$ cat config.mk
export PLATFORM = sky130hd
export DESIGN_NAME = accm_core
export DESIGN_NICKNAME = d
export VERILOG_FILES = /design/src/rtl/accm_pkg.sv /design/src/rtl/accm_decode.sv /design/src/rtl/accm_alu.sv /design/src/rtl/accm_addrgen.sv /design/src/rtl/accm_core.sv
export SDC_FILE = /design/constraint.sdc
export NUM_CORES = 1
export LEC_CHECK = 0
export BUFFER_PORTS_ARGS = -buffer_cell sky130_fd_sc_hd__buf_2
export CORE_UTILIZATION = 51
export CTS_BUF_LIST = sky130_fd_sc_hd__clkbuf_8 sky130_fd_sc_hd__clkbuf_16
export CTS_CLUSTER_DIAMETER = 200
export DETAILED_ROUTE_END_ITERATION = 8
export PLACE_DENSITY = 0.7
export SYNTH_ARGS = -nofsm -noshare
export SYNTH_HDL_FRONTEND = slang
export SYNTH_SLANG_ARGS = --single-unit
$ cat constraint.sdc
create_clock -name clk -period 8.8 [get_ports clk]
set_input_delay 2.64 -clock clk [delete_from_list [all_inputs] [get_ports clk]]
set_output_delay 2.64 -clock clk [all_outputs]
set_load 0.03 [all_outputs]
$ cat src/rtl/accm_pkg.sv
package accm_pkg;

   typedef enum logic [2:0] {
      ST_FETCH  = 3'd0,
      ST_DECODE = 3'd1,
      ST_READ   = 3'd2,
      ST_PTR    = 3'd3,
      ST_HALT   = 3'd4
   } state_t;

   typedef enum logic [1:0] {
      CAUSE_RUN  = 2'd0,
      CAUSE_STOP = 2'd1,
      CAUSE_BAD  = 2'd2,
      CAUSE_OVF  = 2'd3
   } cause_t;

   typedef enum logic [4:0] {
      I_LDC, I_LDV, I_STV, I_ADD, I_AND, I_OR, I_XOR, I_EQL,
      I_JMP, I_JMN, I_LDIV, I_STIV, I_CALL, I_LDVR, I_STVR,
      I_STOP, I_INV, I_ROR, I_RET, I_GSP, I_PSP, I_GFP, I_PFP,
      I_GRA, I_PRA, I_ADDI, I_BAD
   } instr_t;

   typedef enum logic [3:0] {
      ALU_PASS, ALU_ADD, ALU_AND, ALU_OR, ALU_XOR,
      ALU_EQL, ALU_INV, ALU_ROR, ALU_ADDI
   } alu_op_t;

endpackage

$ cat src/rtl/accm_decode.sv
module accm_decode
   import accm_pkg::*;
#(
   parameter int WORD_W = 24,
   parameter int ADDR_W = 20,
   parameter int OPC_W  = 4,
   localparam int IMM_W = WORD_W - 2 * OPC_W
) (
   input  logic [WORD_W-1:0] word,
   output instr_t            instr,
   output logic [ADDR_W-1:0] arg,
   output logic [IMM_W-1:0]  imm
);

   if (OPC_W != 4) begin : g_bad_opc
      $error("accm_decode: opcode field must be 4 bits");
   end
   if (WORD_W != ADDR_W + OPC_W) begin : g_bad_split
      $error("accm_decode: word must equal opcode plus address");
   end

   logic [OPC_W-1:0] pri;
   logic [OPC_W-1:0] sec;

   assign pri = word[WORD_W-1 -: OPC_W];
   assign sec = word[WORD_W-OPC_W-1 -: OPC_W];
   assign arg = word[ADDR_W-1:0];
   assign imm = word[IMM_W-1:0];

   always_comb begin
      case (pri)
         4'h0: instr = I_LDC;
         4'h1: instr = I_LDV;
         4'h2: instr = I_STV;
         4'h3: instr = I_ADD;
         4'h4: instr = I_AND;
         4'h5: instr = I_OR;
         4'h6: instr = I_XOR;
         4'h7: instr = I_EQL;
         4'h8: instr = I_JMP;
         4'h9: instr = I_JMN;
         4'hA: instr = I_LDIV;
         4'hB: instr = I_STIV;
         4'hC: instr = I_CALL;
         4'hD: instr = I_LDVR;
         4'hE: instr = I_STVR;
         default: begin
            case (sec)
               4'h0:    instr = I_STOP;
               4'h1:    instr = I_INV;
               4'h2:    instr = I_ROR;
               4'h3:    instr = I_RET;
               4'h4:    instr = I_GSP;
               4'h5:    instr = I_PSP;
               4'h6:    instr = I_GFP;
               4'h7:    instr = I_PFP;
               4'h8:    instr = I_GRA;
               4'h9:    instr = I_PRA;
               4'hA:    instr = I_ADDI;
               default: instr = I_BAD;
            endcase
         end
      endcase
   end

endmodule

$ cat src/rtl/accm_alu.sv
module accm_alu
   import accm_pkg::*;
#(
   parameter int WORD_W     = 24,
   parameter int IMM_W      = 16,
   parameter bit SIGNED_IMM = 1'b1
) (
   input  alu_op_t           op,
   input  logic [WORD_W-1:0] acc,
   input  logic [WORD_W-1:0] opnd,
   input  logic [IMM_W-1:0]  imm,
   output logic [WORD_W-1:0] res
);

   if (IMM_W >= WORD_W) begin : g_bad_imm
      $error("accm_alu: immediate must be narrower than the word");
   end

   logic [WORD_W-1:0] imm_ext;

   if (SIGNED_IMM) begin : g_sext
      assign imm_ext = {{(WORD_W-IMM_W){imm[IMM_W-1]}}, imm};
   end else begin : g_zext
      assign imm_ext = {{(WORD_W-IMM_W){1'b0}}, imm};
   end

   always_comb begin
      case (op)
         ALU_ADD:  res = acc + opnd;
         ALU_AND:  res = acc & opnd;
         ALU_OR:   res = acc | opnd;
         ALU_XOR:  res = acc ^ opnd;
         ALU_EQL:  res = (acc == opnd) ? '1 : '0;
         ALU_INV:  res = ~acc;
         ALU_ROR:  res = {acc[0], acc[WORD_W-1:1]};
         ALU_ADDI: res = acc + imm_ext;
         default:  res = opnd;
      endcase
   end

endmodule

$ cat src/rtl/accm_addrgen.sv
module accm_addrgen #(
   parameter int ADDR_W = 20
) (
   input  logic [ADDR_W-1:0] iar,
   input  logic [ADDR_W-1:0] base,
   input  logic [ADDR_W-1:0] offs,
   output logic [ADDR_W-1:0] iar_inc,
   output logic              iar_last,
   output logic [ADDR_W-1:0] rel_addr
);

   localparam logic [ADDR_W-1:0] LAST_ADDR = '1;

   assign iar_inc  = iar + ADDR_W'(1);
   assign iar_last = (iar == LAST_ADDR);
   assign rel_addr = base + offs;

endmodule

$ cat src/rtl/accm_core.sv
module accm_core
   import accm_pkg::*;
#(
   parameter int WORD_W     = 24,
   parameter int ADDR_W     = 20,
   parameter int OPC_W      = 4,
   parameter bit SIGNED_IMM = 1'b1,
   localparam int IMM_W     = WORD_W - 2 * OPC_W,
   localparam int PAD_W     = WORD_W - ADDR_W
) (
   input  logic              clk,
   input  logic              rst,
   output logic [ADDR_W-1:0] mem_addr,
   output logic [WORD_W-1:0] mem_wdata,
   output logic              mem_we,
   input  logic [WORD_W-1:0] mem_rdata,
   output logic              halted,
   output logic [1:0]        halt_cause
);

   if (PAD_W != OPC_W) begin : g_bad_widths
      $error("accm_core: word width must be address width plus opcode width");
   end

   state_t            state, nxt_state;
   cause_t            cause, nxt_cause;
   logic [ADDR_W-1:0] iar, nxt_iar;
   logic [WORD_W-1:0] acc, nxt_acc;
   logic [ADDR_W-1:0] ra, nxt_ra;
   logic [ADDR_W-1:0] sp, nxt_sp;
   logic [ADDR_W-1:0] fp, nxt_fp;
   logic [WORD_W-1:0] ir, nxt_ir;

   logic [WORD_W-1:0] dec_word;
   instr_t            instr;
   logic [ADDR_W-1:0] arg;
   logic [IMM_W-1:0]  imm;
   alu_op_t           alu_op;
   logic [WORD_W-1:0] alu_opnd;
   logic [WORD_W-1:0] alu_res;
   logic [ADDR_W-1:0] iar_inc;
   logic              iar_last;
   logic [ADDR_W-1:0] rel_addr;
   logic              advance;

   function automatic logic [WORD_W-1:0] widen(input logic [ADDR_W-1:0] v);
      return {{PAD_W{1'b0}}, v};
   endfunction

   assign dec_word = (state == ST_DECODE) ? mem_rdata : ir;

   accm_decode #(
      .WORD_W (WORD_W),
      .ADDR_W (ADDR_W),
      .OPC_W  (OPC_W)
   ) u_decode (
      .word  (dec_word),
      .instr (instr),
      .arg   (arg),
      .imm   (imm)
   );

   accm_addrgen #(
      .ADDR_W (ADDR_W)
   ) u_addrgen (
      .iar      (iar),
      .base     (sp),
      .offs     (arg),
      .iar_inc  (iar_inc),
      .iar_last (iar_last),
      .rel_addr (rel_addr)
   );

   always_comb begin
      case (instr)
         I_ADD:   alu_op = ALU_ADD;
         I_AND:   alu_op = ALU_AND;
         I_OR:    alu_op = ALU_OR;
         I_XOR:   alu_op = ALU_XOR;
         I_EQL:   alu_op = ALU_EQL;
         I_INV:   alu_op = ALU_INV;
         I_ROR:   alu_op = ALU_ROR;
         I_ADDI:  alu_op = ALU_ADDI;
         default: alu_op = ALU_PASS;
      endcase
   end

   always_comb begin
      if (state == ST_DECODE) begin
         case (instr)
            I_LDC:   alu_opnd = widen(arg);
            I_GSP:   alu_opnd = widen(sp);
            I_GFP:   alu_opnd = widen(fp);
            I_GRA:   alu_opnd = widen(ra);
            default: alu_opnd = mem_rdata;
         endcase
      end else begin
         alu_opnd = mem_rdata;
      end
   end

   accm_alu #(
      .WORD_W     (WORD_W),
      .IMM_W      (IMM_W),
      .SIGNED_IMM (SIGNED_IMM)
   ) u_alu (
      .op   (alu_op),
      .acc  (acc),
      .opnd (alu_opnd),
      .imm  (imm),
      .res  (alu_res)
   );

   always_comb begin
      nxt_state = state;
      nxt_cause = cause;
      nxt_iar   = iar;
      nxt_acc   = acc;
      nxt_ra    = ra;
      nxt_sp    = sp;
      nxt_fp    = fp;
      nxt_ir    = ir;
      mem_addr  = iar;
      mem_wdata = acc;
      mem_we    = 1'b0;
      advance   = 1'b0;

      case (state)
         ST_FETCH: begin
            nxt_state = ST_DECODE;
         end
         ST_DECODE: begin
            nxt_ir = mem_rdata;
            case (instr)
               I_LDC, I_INV, I_ROR, I_ADDI, I_GSP, I_GFP, I_GRA: begin
                  nxt_acc = alu_res;
                  advance = 1'b1;
               end
               I_LDV, I_ADD, I_AND, I_OR, I_XOR, I_EQL: begin
                  mem_addr  = arg;
                  nxt_state = ST_READ;
               end
               I_STV: begin
                  mem_addr = arg;
                  mem_we   = 1'b1;
                  advance  = 1'b1;
               end
               I_JMP: begin
                  nxt_iar   = arg;
                  nxt_state = ST_FETCH;
               end
               I_JMN: begin
                  if (acc[WORD_W-1]) begin
                     nxt_iar   = arg;
                     nxt_state = ST_FETCH;
                  end else begin
                     advance = 1'b1;
                  end
               end
               I_LDIV, I_STIV: begin
                  mem_addr  = arg;
                  nxt_state = ST_PTR;
               end
               I_CALL: begin
                  nxt_ra    = iar_inc;
                  nxt_iar   = arg;
                  nxt_state = ST_FETCH;
               end
               I_LDVR: begin
                  mem_addr  = rel_addr;
                  nxt_state = ST_READ;
               end
               I_STVR: begin
                  mem_addr = rel_addr;
                  mem_we   = 1'b1;
                  advance  = 1'b1;
               end
               I_RET: begin
                  nxt_iar   = ra;
                  nxt_state = ST_FETCH;
               end
               I_PSP: begin
                  nxt_sp  = acc[ADDR_W-1:0];
                  advance = 1'b1;
               end
               I_PFP: begin
                  nxt_fp  = acc[ADDR_W-1:0];
                  advance = 1'b1;
               end
               I_PRA: begin
                  nxt_ra  = acc[ADDR_W-1:0];
                  advance = 1'b1;
               end
               I_STOP: begin
                  nxt_state = ST_HALT;
                  nxt_cause = CAUSE_STOP;
               end
               default: begin
                  nxt_state = ST_HALT;
                  nxt_cause = CAUSE_BAD;
               end
            endcase
         end
         ST_READ: begin
            nxt_acc = alu_res;
            advance = 1'b1;
         end
         ST_PTR: begin
            mem_addr = mem_rdata[ADDR_W-1:0];
            if (instr == I_STIV) begin
               mem_we  = 1'b1;
               advance = 1'b1;
            end else begin
               nxt_state = ST_READ;
            end
         end
         default: begin
            nxt_state = ST_HALT;
         end
      endcase

      if (advance) begin
         if (iar_last) begin
            nxt_state = ST_HALT;
            nxt_cause = CAUSE_OVF;
         end else begin
            nxt_iar   = iar_inc;
            nxt_state = ST_FETCH;
         end
      end
   end

   always_ff @(posedge clk) begin
      if (rst) begin
         state <= ST_FETCH;
         cause <= CAUSE_RUN;
         iar   <= '0;
         acc   <= '0;
         ra    <= '0;
         sp    <= '0;
         fp    <= '0;
         ir    <= '0;
      end else begin
         state <= nxt_state;
         cause <= nxt_cause;
         iar   <= nxt_iar;
         acc   <= nxt_acc;
         ra    <= nxt_ra;
         sp    <= nxt_sp;
         fp    <= nxt_fp;
         ir    <= nxt_ir;
      end
   end

   assign halted     = (state == ST_HALT);
   assign halt_cause = cause;

endmodule

==> impl_results.md <==
* Status: complete, no violations
* Vias in the first global route at around 12,000
* Synthesized instance count at 1,612
* Longest Clk Path Bufs at 2
* Vias/cell at 6.494
* CP Launch Type: primary input
* DRT iter0 DRCs at 1,622
* Ys async rst share at 0%
* Final WL at 43.79 mm
* Crit-path slowest cell: or3b_2
* Nets@finish at between 1,500 and 2,000
* Die Y at between 150 and 200 um
* IO Count at 74
* Layout Area Growth over Synthesis at 12.00%
* Reg2reg setup slack at between 1500 and 2000 ps
* Crit Path Class: in2out
* P_leak at slightly below 0.006 uW
* Met1 usage in global routing at 52.97%
* Top cell type's share of synthesized area at approximately 22%
* Mean Syn Cell Area at about 7.5 sq um
* Synth warn at 0
* Die Width at roughly 160 um
* Relative slew slack at around 22%
* R2R cell count at 25
* CP bufs+invs at 3
* IO Port Bufs at between 70 and 80
* Tot GR Track Use at approximately 36%
* CTS tree: built
* Max FO, Critical Path at 7
* Worst skew pair latency at 430 ps
* CTS Hold Buffers Added at 0
* Critical path endpoint: mem_addr[13]
* Required time worst endpoint at 6160 ps
* CP startpoint: mem_rdata[17]
* Clk pin slew, worst setup/hold paths at about 60 ps
* Final Max Tran Viols at 0
* Final Cell Area at roughly 14,000 sq um
* CP max stage delay at between 400 and 500 ps
* RSZ-0062 raised after global routing: false
* Initial antenna violation count at 0
* Syn Nets at ~1,700
* Hold WS at about 480 ps
* Post-route clock period utilization at 96.94%
* Multi-input logic area at 8688 sq um
* H-tree levels at 4
* Vias at ~13,000
* Setup TNS at 0 ps
* Starting Density at around 53%
* Fin crit period at between 8000 and 9000 ps
* Cell count along the critical path at 14
* Die area at 24,320 sq um
* Pwr Density at 355.2 nW/um^2
* Yosys cell types at 87
* Met2 Usage GRT at 52.53%
* Reg-to-reg endpoint: mem_wdata[23]
* Hpwl dp at about 33 mm
* Clk sink count at roughly 130
* Final setup violation count at 0
* CP endpoint kind: output port
* Clock Skews at about 14 ps
* EDFF count, synth at 0
* Pin count of the biggest net entering global routing at 91
* Post-DP Area at about 13,000 sq um
* CORE AREA at 22,920 sq um
* Delay-heaviest family, CP: compound AO/OA/AOI/OAI gates
* Actual slew at the worst max-slew pin at 1171 ps
* Mapped cell area at 12,090 sq um
* Share of cells above drive strength 1 at roughly an eighth
* Busiest grt layer: met1
* Synth Flop Type: dfxtp_1
* Register area at between 2000 and 3000 sq um
* Max VDD drop at around 0.17 mV
* Remaining antenna violation count at 0
* Max-cap violations at 0
* Post-route DRC at 0
* Min-delay worst type: reg2reg
* First-pass GRT wire length at just under 70 mm
* Aggregate global routing overflow at 0
* R2r startpoint: state[0]
* Root buffer cell: clkbuf_16
* Final Hold Vio Count at 0
* Post-synthesis sequential area ratio at 22.02%
* Synth area leader: dfxtp_1
* Register bit total from synthesis at about 130
* DR WL/cell at 22.13 um
* Row Count at between 50 and 60
* Fmax at 0.1172 GHz
* Drt first pass iters at 7
* CP cell instances: buf_2, mux2i_1, ha_1, or3b_2, and3_1, o21ai_0, a21oi_1, o22ai_1, buf_4, and2_1, o21ai_0, a221oi_1, nor2_1, buf_2
* Ranking of synthesized cells by area: dfxtp_1 22%, ha_1 9.9%, a21oi_1 5.3%
* FILL cells at 2,191
* RD Place Congestion at just under 1
* Met3 Track Usage GR at a little over 6%
* Inserted Diodes at 0
* Critical path arrival at 5890 ps
* CTS Buf Count at 17
-- logic make-up after synthesis --
group	after synthesis	synth area share, %
buffers and inverters	197	6.469
flip-flops	133	22.02
adder cells (fa/ha/maj)	98	10.27
multiplexers	68	5.806
AND/OR/NAND/NOR	538	21.24
XOR/XNOR	53	3.954
AO/OA/AOI/OAI	525	30.24
-- per-stage QoR --
step	std cells	utilization, %	total power [uW]	worst slack (ps)
3_3_place_gp	1946	56.25	3883	229.8
5_1_grt	1979	59.08	5091	52.13
3_5_place_dp	1946	56.25	3936	84.37
2_1_floorplan	1612	-	2998	175.8
4_1_cts	1978	58.98	4722	108.3
6_report	1979	59.08	4809	269.7
-- placed cells by master, fill, tap and decap left out, types with 17 or more instances in the layout --
cell	Yosys	final
a21oi_1	129	129
a222oi_1	28	28
ha_1	96	96
buf_4	5	65
o21ai_0	66	66
nand2_1	153	153
o211ai_1	39	39
dfxtp_1	133	133
and3_1	26	26
nor2_1	166	165
a22oi_1	17	17
nand2b_1	21	21
xnor2_1	32	32
inv_1	81	82
nand3_1	49	49
a211oi_1	44	43
clkbuf_16	0	17
xor2_1	20	20
mux2i_1	60	59
o22ai_1	41	41
nor3_1	32	32
buf_2	18	72
-- where the power goes --
group	leakage, uW	internal, uW	switching (uW)
registers	0.00108	721	270
clock network	0.000310	477	308
logic	0.00442	1110	1920
-- Yosys cell counts (8+ instances only) --
| cell type | instances |
|---|---|
| a21oi_1 | 129 |
| ha_1 | 96 |
| nand3_1 | 49 |
| a21o_1 | 16 |
| nand2b_1 | 21 |
| xor2_1 | 20 |
| and3_1 | 26 |
| o211ai_1 | 39 |
| dfxtp_1 | 133 |
| a22oi_1 | 17 |
| nor3_1 | 32 |
| a22o_1 | 15 |
| o21ai_0 | 66 |
| xnor2_1 | 32 |
| nor4_1 | 12 |
| a311oi_1 | 12 |
| clkbuf_1 | 85 |
| nor3b_1 | 9 |
| nand2_1 | 153 |
| buf_2 | 18 |
| o21bai_1 | 9 |
| nor2_1 | 166 |
| o21ai_1 | 10 |
| a222oi_1 | 28 |
| o22ai_1 | 41 |
| a211oi_1 | 44 |
| and2_1 | 11 |
| a21boi_1 | 10 |
| o211a_1 | 8 |
| inv_1 | 81 |
| nand4_1 | 16 |
| mux2i_1 | 60 |
-- cell type report --
class                      count  share of cell area (%)
inverter                      81                   2.246
clock inverter                15                   1.469
multi-input combinational   1282                   64.17
sequential                   133                   19.67
clock buffer                  17                   3.142
timing repair buffer         138                   6.413
tap                          313                   2.893
-- worst register-to-register path, cell delays in order (launching register included) --
cell and delay (ps):
dfxtp_1 600, nor3b_4 280, buf_4 390, mux2i_1 410
ha_1 300, nor2_1 70, a211oi_1 400, o21ai_0 290
a211oi_2 590, a22oi_2 260, nor2_2 180, buf_12 200
o211ai_1 120, o21ai_1 240, mux2i_1 230, ha_1 430
nor4_1 420, o311ai_0 210, buf_4 180, nand3_1 100
a21boi_0 140, o41ai_1 400, buf_4 190, xnor3_1 190
nand2b_1 140, a211oi_1 250
-- how the worst min path moves through the flow --
stage / start / to / depth (start not counted)
4_1_cts: halt_cause[0] / halt_cause[0] / 2
3_3_place_gp: halt_cause[0] / halt_cause[0] / 2
3_5_place_dp: ra[11] / ra[11] / 2
2_1_floorplan: ra[0] / ra[0] / 2
6_report: halt_cause[0] / halt_cause[0] / 2
5_1_grt: ra[13] / ra[13] / 2
-- sequential cells by signal, indices dropped and copies added (netlist names) --
register and flops:
ir 24, mem_wdata 24, fp 20, iar 20, ra 20, sp 20
state 3, halt_cause 2
-- routing by layer --
| layer | part of all wire, % | vias to the layer above |
|---|---|---|
| met1 | 45 | 6000 |
| li1 | - | 6072 |
| met2 | 42 | 726 |
| met3 | 11 | 53 |
| met4 | 2.2 | 0 |
| met5 | 0 | - |
-- repair_timing --
item | CTS | global route
buffers inserted | 0 | 1
resized for setup | 0 | 2
setup endpoints to repair | 0 | 12
No activity file was read; power rests on OpenSTA's default activity.
